`src/rtl/pwm_autooff_pkg.sv`:
```
package pwm_autooff_pkg;
  localparam int BYTE_W = 8;
  localparam int VAL_W  = 2 * BYTE_W;
  localparam int NPAIR  = 3;

  localparam logic [BYTE_W-1:0] ADDR_AO_HI   = 8'hA1;
  localparam logic [BYTE_W-1:0] ADDR_AO_LO   = 8'hA2;
  localparam logic [BYTE_W-1:0] ADDR_ENA     = 8'hA3;
  localparam logic [BYTE_W-1:0] ADDR_PER_LO  = 8'hA4;
  localparam logic [BYTE_W-1:0] ADDR_PER_HI  = 8'hA5;
  localparam logic [BYTE_W-1:0] ADDR_DUTY_LO = 8'hA6;
  localparam logic [BYTE_W-1:0] ADDR_DUTY_HI = 8'hA7;

  localparam int PAIR_AO   = 0;
  localparam int PAIR_PER  = 1;
  localparam int PAIR_DUTY = 2;

  typedef logic [VAL_W-1:0] tval_t;

  localparam tval_t AO_OFF = '1;

  typedef struct packed {
    logic  hit;
    tval_t val;
  } commit_t;

  function automatic logic [BYTE_W-1:0] pair_hi_addr(input int idx);
    case (idx)
      PAIR_AO:  return ADDR_AO_HI;
      PAIR_PER: return ADDR_PER_HI;
      default:  return ADDR_DUTY_HI;
    endcase
  endfunction

  function automatic logic [BYTE_W-1:0] pair_lo_addr(input int idx);
    case (idx)
      PAIR_AO:  return ADDR_AO_LO;
      PAIR_PER: return ADDR_PER_LO;
      default:  return ADDR_DUTY_LO;
    endcase
  endfunction

  function automatic logic [BYTE_W-1:0] pair_stage_rst(input int idx);
    return (idx == PAIR_AO) ? 8'hFF : 8'h00;
  endfunction
endpackage

```
`src/rtl/pwm_autooff_tickgen.sv`:
```
module pwm_autooff_tickgen #(
  parameter int TICK_DIV = 1
) (
  input  logic clk,
  input  logic rst_n,
  output logic tick
);
  localparam int DIV_W = (TICK_DIV > 1) ? $clog2(TICK_DIV) : 1;
  localparam logic [DIV_W-1:0] DIV_LAST = DIV_W'(TICK_DIV - 1);

  logic [DIV_W-1:0] div_q;

  assign tick = (div_q == DIV_LAST);

  always_ff @(posedge clk) begin
    if (!rst_n)    div_q <= '0;
    else if (tick) div_q <= '0;
    else           div_q <= div_q + 1'b1;
  end
endmodule

```
`src/rtl/pwm_autooff_pair.sv`:
```
module pwm_autooff_pair
  import pwm_autooff_pkg::*;
#(
  parameter logic [BYTE_W-1:0] HI_ADDR   = 8'h00,
  parameter logic [BYTE_W-1:0] LO_ADDR   = 8'h00,
  parameter logic [BYTE_W-1:0] STAGE_RST = 8'h00
) (
  input  logic              clk,
  input  logic              rst_n,
  input  logic              wr_en,
  input  logic [BYTE_W-1:0] wr_addr,
  input  logic [BYTE_W-1:0] wr_data,
  output commit_t           commit
);
  logic [BYTE_W-1:0] stage_q;

  always_ff @(posedge clk) begin
    if (!rst_n)                           stage_q <= STAGE_RST;
    else if (wr_en && wr_addr == HI_ADDR) stage_q <= wr_data;
  end

  assign commit.hit = wr_en && (wr_addr == LO_ADDR);
  assign commit.val = {stage_q, wr_data};
endmodule

```
`src/rtl/pwm_autooff_regs.sv`:
```
module pwm_autooff_regs
  import pwm_autooff_pkg::*;
(
  input  logic              clk,
  input  logic              rst_n,
  input  logic              wr_en,
  input  logic [BYTE_W-1:0] wr_addr,
  input  logic [BYTE_W-1:0] wr_data,
  input  logic              expire,
  output commit_t           ao_cm,
  output commit_t           per_cm,
  output commit_t           duty_cm,
  output logic              enable
);
  commit_t cm [NPAIR];
  logic    ena_hit;

  for (genvar g = 0; g < NPAIR; g++) begin : g_pair
    pwm_autooff_pair #(
      .HI_ADDR  (pair_hi_addr(g)),
      .LO_ADDR  (pair_lo_addr(g)),
      .STAGE_RST(pair_stage_rst(g))
    ) u_pair (
      .clk    (clk),
      .rst_n  (rst_n),
      .wr_en  (wr_en),
      .wr_addr(wr_addr),
      .wr_data(wr_data),
      .commit (cm[g])
    );
  end

  assign ao_cm   = cm[PAIR_AO];
  assign per_cm  = cm[PAIR_PER];
  assign duty_cm = cm[PAIR_DUTY];

  assign ena_hit = wr_en && (wr_addr == ADDR_ENA);

  // A host write has priority over the hardware clear.
  always_ff @(posedge clk) begin
    if (!rst_n)       enable <= 1'b0;
    else if (ena_hit) enable <= wr_data[0];
    else if (expire)  enable <= 1'b0;
  end
endmodule

```
`src/rtl/pwm_autooff_wave.sv`:
```
module pwm_autooff_wave
  import pwm_autooff_pkg::*;
(
  input  logic    clk,
  input  logic    rst_n,
  input  logic    tick,
  input  logic    enable,
  input  commit_t per_cm,
  input  commit_t duty_cm,
  output tval_t   period,
  output tval_t   duty,
  output tval_t   cnt,
  output logic    pwm_out
);
  tval_t eff_per;

  // The period in force from this edge on: a commit acts at once.
  assign eff_per = per_cm.hit ? per_cm.val : period;

  always_ff @(posedge clk) begin
    if (!rst_n) begin
      period <= '0;
      duty   <= '0;
    end else begin
      if (per_cm.hit)  period <= per_cm.val;
      if (duty_cm.hit) duty   <= duty_cm.val;
    end
  end

  always_ff @(posedge clk) begin
    if (!rst_n)                cnt <= '0;
    else if (!enable)          cnt <= '0;
    else if (cnt >= eff_per)   cnt <= '0;
    else if (tick) begin
      if (cnt == eff_per - 1'b1) cnt <= '0;
      else                       cnt <= cnt + 1'b1;
    end
  end

  assign pwm_out = enable && (duty != '0) && ((duty >= period) || (cnt < duty));
endmodule

```
`src/rtl/pwm_autooff_timer.sv`:
```
module pwm_autooff_timer
  import pwm_autooff_pkg::*;
#(
  parameter int MS_TICKS = 8000
) (
  input  logic    clk,
  input  logic    rst_n,
  input  logic    tick,
  input  logic    enable,
  input  commit_t ao_cm,
  output tval_t   ao_val,
  output logic    expire
);
  localparam int MS_W = (MS_TICKS > 1) ? $clog2(MS_TICKS) : 1;
  localparam logic [MS_W-1:0] MS_LAST = MS_W'(MS_TICKS - 1);

  logic [MS_W-1:0] pre_q;
  logic            armed;
  logic            ms_edge;
  logic            step;

  assign armed   = enable && (ao_val != AO_OFF);
  assign ms_edge = tick && (pre_q == MS_LAST);
  assign step    = armed && ms_edge && !ao_cm.hit;
  assign expire  = step && (ao_val <= tval_t'(1));

  always_ff @(posedge clk) begin
    if (!rst_n) begin
      ao_val <= AO_OFF;
      pre_q  <= '0;
    end else if (ao_cm.hit) begin
      ao_val <= ao_cm.val;
      pre_q  <= '0;
    end else if (!armed) begin
      pre_q  <= '0;
    end else if (tick) begin
      if (ms_edge) begin
        pre_q  <= '0;
        ao_val <= expire ? '0 : ao_val - 1'b1;
      end else begin
        pre_q  <= pre_q + 1'b1;
      end
    end
  end
endmodule

```
`src/rtl/pwm_autooff.sv`:
```
module pwm_autooff
  import pwm_autooff_pkg::*;
#(
  parameter int TICK_DIV = 1,
  parameter int MS_TICKS = 8000
) (
  input  logic       clk,
  input  logic       rst_n,
  input  logic       wr_en,
  input  logic [7:0] wr_addr,
  input  logic [7:0] wr_data,
  output logic       pwm_out
);
  logic    tick;
  logic    enable;
  logic    expire;
  commit_t ao_cm;
  commit_t per_cm;
  commit_t duty_cm;
  tval_t   period;
  tval_t   duty;
  tval_t   cnt;
  tval_t   ao_val;

  pwm_autooff_tickgen #(.TICK_DIV(TICK_DIV)) u_tick (
    .clk  (clk),
    .rst_n(rst_n),
    .tick (tick)
  );

  pwm_autooff_regs u_regs (
    .clk    (clk),
    .rst_n  (rst_n),
    .wr_en  (wr_en),
    .wr_addr(wr_addr),
    .wr_data(wr_data),
    .expire (expire),
    .ao_cm  (ao_cm),
    .per_cm (per_cm),
    .duty_cm(duty_cm),
    .enable (enable)
  );

  pwm_autooff_wave u_wave (
    .clk    (clk),
    .rst_n  (rst_n),
    .tick   (tick),
    .enable (enable),
    .per_cm (per_cm),
    .duty_cm(duty_cm),
    .period (period),
    .duty   (duty),
    .cnt    (cnt),
    .pwm_out(pwm_out)
  );

  pwm_autooff_timer #(.MS_TICKS(MS_TICKS)) u_timer (
    .clk   (clk),
    .rst_n (rst_n),
    .tick  (tick),
    .enable(enable),
    .ao_cm (ao_cm),
    .ao_val(ao_val),
    .expire(expire)
  );
endmodule

```
`config.mk`:
```
export PLATFORM = sky130hd
export DESIGN_NAME = pwm_autooff
export DESIGN_NICKNAME = d
export VERILOG_FILES = /design/src/rtl/pwm_autooff_pkg.sv /design/src/rtl/pwm_autooff_tickgen.sv /design/src/rtl/pwm_autooff_pair.sv /design/src/rtl/pwm_autooff_regs.sv /design/src/rtl/pwm_autooff_wave.sv /design/src/rtl/pwm_autooff_timer.sv /design/src/rtl/pwm_autooff.sv
export SDC_FILE = /design/constraint.sdc
export NUM_CORES = 1
export LEC_CHECK = 0
export BUFFER_PORTS_ARGS = -buffer_cell sky130_fd_sc_hd__buf_2
export CAP_MARGIN = 20
export CORE_MARGIN = 2
export CORE_UTILIZATION = 25
export DETAILED_ROUTE_END_ITERATION = 12
export GPL_TIMING_DRIVEN = 0
export REMOVE_ABC_BUFFERS = 1
export SLEW_MARGIN = 0
export SYNTH_ARGS = -nofsm -noshare
export SYNTH_HDL_FRONTEND = slang
export SYNTH_SLANG_ARGS = --single-unit
```
`constraint.sdc`:
```
create_clock -name clk -period 8.05 [get_ports clk]
set_input_delay 0.4025 -clock clk [delete_from_list [all_inputs] [get_ports clk]]
set_output_delay 0.4025 -clock clk [all_outputs]
set_load 0.03 [all_outputs]
```
==> impl.org <==
** Outcome
- The flow ran to the end, and the final reports show no timing, DRC or antenna violations.

** Floorplanning
- Count of standard-cell rows :: 58
- Placeable core area :: 25000 sq um
- IO Pins :: 20
- The die covers 26600 sq um.
- The initial utilization of the core area, before any placement, comes to 25.2%.
- Floorplan die width :: 163 um
- The floorplan step set the die height to 163 um.

** Synth
- The Yosys step of the flow raised 0 warnings.
- Count of mapped cells out of synthesis :: 760
- Proportion of synthesized flip-flops having asynchronous set or reset :: 0%
- Counting flops and latches in the post-synthesis netlist gives 103.
- Leading register cell type out of synthesis :: dfxtp_1
- Fraction of post-synthesis cell area in the top cell type by area :: 32.6%
- Cell accounting for the most synthesized area :: dfxtp_1
- In this run the cell area of the synthesized design comes to 6320 sq um.
- By area the synthesized netlist is led by dfxtp_1 (33%), ha_1 (10%), nand2_1 (6.7%).
- For this run, the register share of the synthesized area comes to 32.6%.
- Yosys mapped a number of flops with a built-in enable equal to 0.
- Number of distinct library cell variants in the gate-level netlist after synthesis :: 61
- Synthesized area per cell :: 8.32 sq um

** Placed design
- Final HPWL from detailed placement :: 11700 um
- Routability-driven placement finished with a final weighted congestion of 0.830.
- Prior to clock tree synthesis, the placed netlist has a worst setup slack of 3.49 ns.
- The placed instances occupy a cell area of 6760 sq um.
- Buffers placed on the I/O ports in this run total 19.

** Layout
- The area growth from synthesis to layout is 11.8%.
- Top library cells by usage in the layout, fill and taps aside :: nand2_1 (112), dfxtp_1 (103), ha_1 (53)
- At the end of the flow, the number of nets in the layout was 839.
- Post-route standard cell area excluding fillers :: 7070 sq um
- Fill count :: 2701
- The repair_antennas step left the layout with diodes totalling 0.
- Utilization of the core after routing :: 28.2%
- Fraction of final layout cells sized beyond drive strength 1 :: 6.99%
- Commonest non-fill, non-tap cell in the layout :: nand2_1

** Clocking
- The number of hold buffers added after CTS was 0.
- Worst-skew pair later-pin latency :: 0.35 ns
- Once the clock tree was built, the resizer swapped 0 gates to a different size.
- Clock tree from TritonCTS :: yes
- After clock tree synthesis, the clock-pin slew on the worst setup and hold paths is 0.07 ns.
- Number of post-CTS setup repair buffers :: 0
- Inserted Clock Buffers :: 9
- Root cell of the clock tree :: clkbuf_16
- No sink is reached through more buffers than the 2 on the longest clock path.
- CTS Sinks :: 103
- Count of H-tree levels built during CTS :: 3

** STA
- Final number of max-transition violations :: 0
- Final critical-path setup slack :: 3.88 ns
- Fraction of the cycle the final worst path needs :: 51.9%
- In the final timing run, aggregate negative setup slack is 0 ns.
- The number of failing hold endpoints at the final stage is 0.
- Slew headroom :: 37.9%
- For the final database, setup skew stands at 0.00603 ns.
- Setup repair after global routing left no endpoint under its margin.
- The clock period could shrink to 4.17 ns.
- Transition time at the pin with the least slew margin :: 0.928 ns
- Max Fclk :: 0.240 GHz
- Setup violations remaining at the end of the flow were counted as 0.

** Drt
- Via count :: 5239
- In the final routed layout, each cell accounts on average for 14.5 um.
- Summed over all layers, the routed wires come to 16000 um.
- Post-DR vias/cell :: 4.75
- DRC Markers :: 0
- Count of antenna-violating nets left after detailed routing :: 0
- Iteration-0 DRC count of the detailed router :: 357
- The first detailed-routing pass ran for 5 iterations.

** Global routing
- Global routing consumed, over all layers together, 12.5% of the routing resources.
- The number of global-route vias before repair came to 4937.
- Wire length of the first global-routing pass :: 26300 um
- Largest net degree at the start of global routing :: 53
- Summed over all layers, the global routing overflow is 0.
- The number of antenna violations at the first check in global routing is 2.

** Power and ir drop
- Worst vdd ir :: 0.0984 mV
- The analysis attributes to cell leakage a power of 2.66 nW.
- Pwr/cell area :: 140 nW/um^2

** Flow run
- The tool flagged a number of max-cap violations equal to 0.

** Critical path
- Data arrives at the worst endpoint at 4.40 ns.
- The worst register-to-register path has a depth of 9.
- Type of destination of the critical path :: register
- WS Path Type :: in -> reg
- Of all nets on the critical path, the largest fanout is 27.
- At the worst endpoint, the required time is 8.27 ns.
- The worst setup path is launched from a primary input.

** Hold path
- The worst hold path belongs to the class in -> reg.
- Number of cells on the worst hold path :: 3
-- registers in the layout, indices dropped and copies added (netlist names) --
| register | cells |
|---|---|
| u_wave.period | 16 |
| u_wave.cnt | 16 |
| u_regs.g_pair.u_pair.stage_q | 24 |
| u_timer.ao_val | 16 |
| u_timer.pre_q | 13 |
| u_tick.div_q | 1 |
| u_regs.enable | 1 |
| u_wave.duty | 16 |
-- cell usage after synthesis, types with 18 or more instances --
master / count
nand3_1: 26
ha_1: 53
clkbuf_1: 23
a21oi_1: 23
xnor2_1: 33
inv_1: 38
a21boi_0: 28
nand2_1: 112
nor3_1: 26
dfxtp_1: 103
nor2b_1: 34
xor2_1: 18
mux2i_1: 31
nor2_1: 49
-- stage by stage --
stage | hold slack [ns] | instances | total power, mW
after floorplan | 0.433 | 733 | 0.535
after global placement | 0.448 | 1082 | 0.556
after detailed placement | 0.458 | 1085 | 0.557
after CTS | 0.388 | 1101 | 1.00
after global routing | 0.398 | 1102 | 1.02
final | 0.398 | 1102 | 0.992
-- logic make-up after synthesis --
logic type      synth area share (%)
flops                           32.6
other cells                   0.0593
buf+inv                         4.08
fa+ha+maj                       10.5
compound gates                  13.8
xor+xnor                        7.07
simple gates                    26.1
mux                             5.70
-- layout make-up --
class                   count  area [sq um]  share of cell area (%)
clock inverters             5          58.8                   0.832
repair buffers             23           145                    2.05
clock buffers              11           233                    3.29
flip-flops and latches    103          2060                    29.2
inverters                  38           143                    2.02
well taps                 330           413                    5.84
multi-input cells         592          4010                    56.8
-- layer usage --
| metal | vias to the layer above | share of wire [%] | track usage, % |
|---|---|---|---|
| met2 | 85 | 45 | 19.8 |
| met4 | 4 | 1.2 | 3.30 |
| met5 | - | 0.14 | 0 |
| met1 | 2460 | 49 | 17.0 |
| met3 | 11 | 4.5 | 3.22 |
| li1 | 2679 | - | - |
-- worst max-delay path: stages --
cell,delay (ns)
buf_2,0.12
and4bb_2,0.39
nand3_2,0.70
mux2i_1,0.57
inv_1,0.09
ha_1,0.30
nand2b_1,0.11
a211oi_1,0.07
o31ai_1,0.32
a31oi_1,0.15
nor3_1,0.22
a211oi_1,0.09
o21ai_1,0.31
buf_4,0.28
nand2b_1,0.16
o221ai_1,0.11
-- power by group --
group	internal (mW)	leakage, nW	switching [mW]
registers	0.510	0.831	0.00161
clock network	0.242	0.136	0.204
logic	0.0130	1.70	0.0211
total	0.765	2.66	0.227
-- worst paths after layout --
path | endpoint | startpoint | slack (ns)
setup / recovery | u_wave.cnt[1] | wr_addr[3] | 3.88
hold / removal | u_regs.g_pair[0].u_pair.stage_q[1] | wr_data[1] | 0.40
setup reg to reg | u_wave.cnt[5] | u_wave.period[0] | 5.05
hold reg to reg | u_wave.duty[14] | u_regs.g_pair[2].u_pair.stage_q[6] | 0.47
Note: power is estimated with default switching activity, not from simulation.
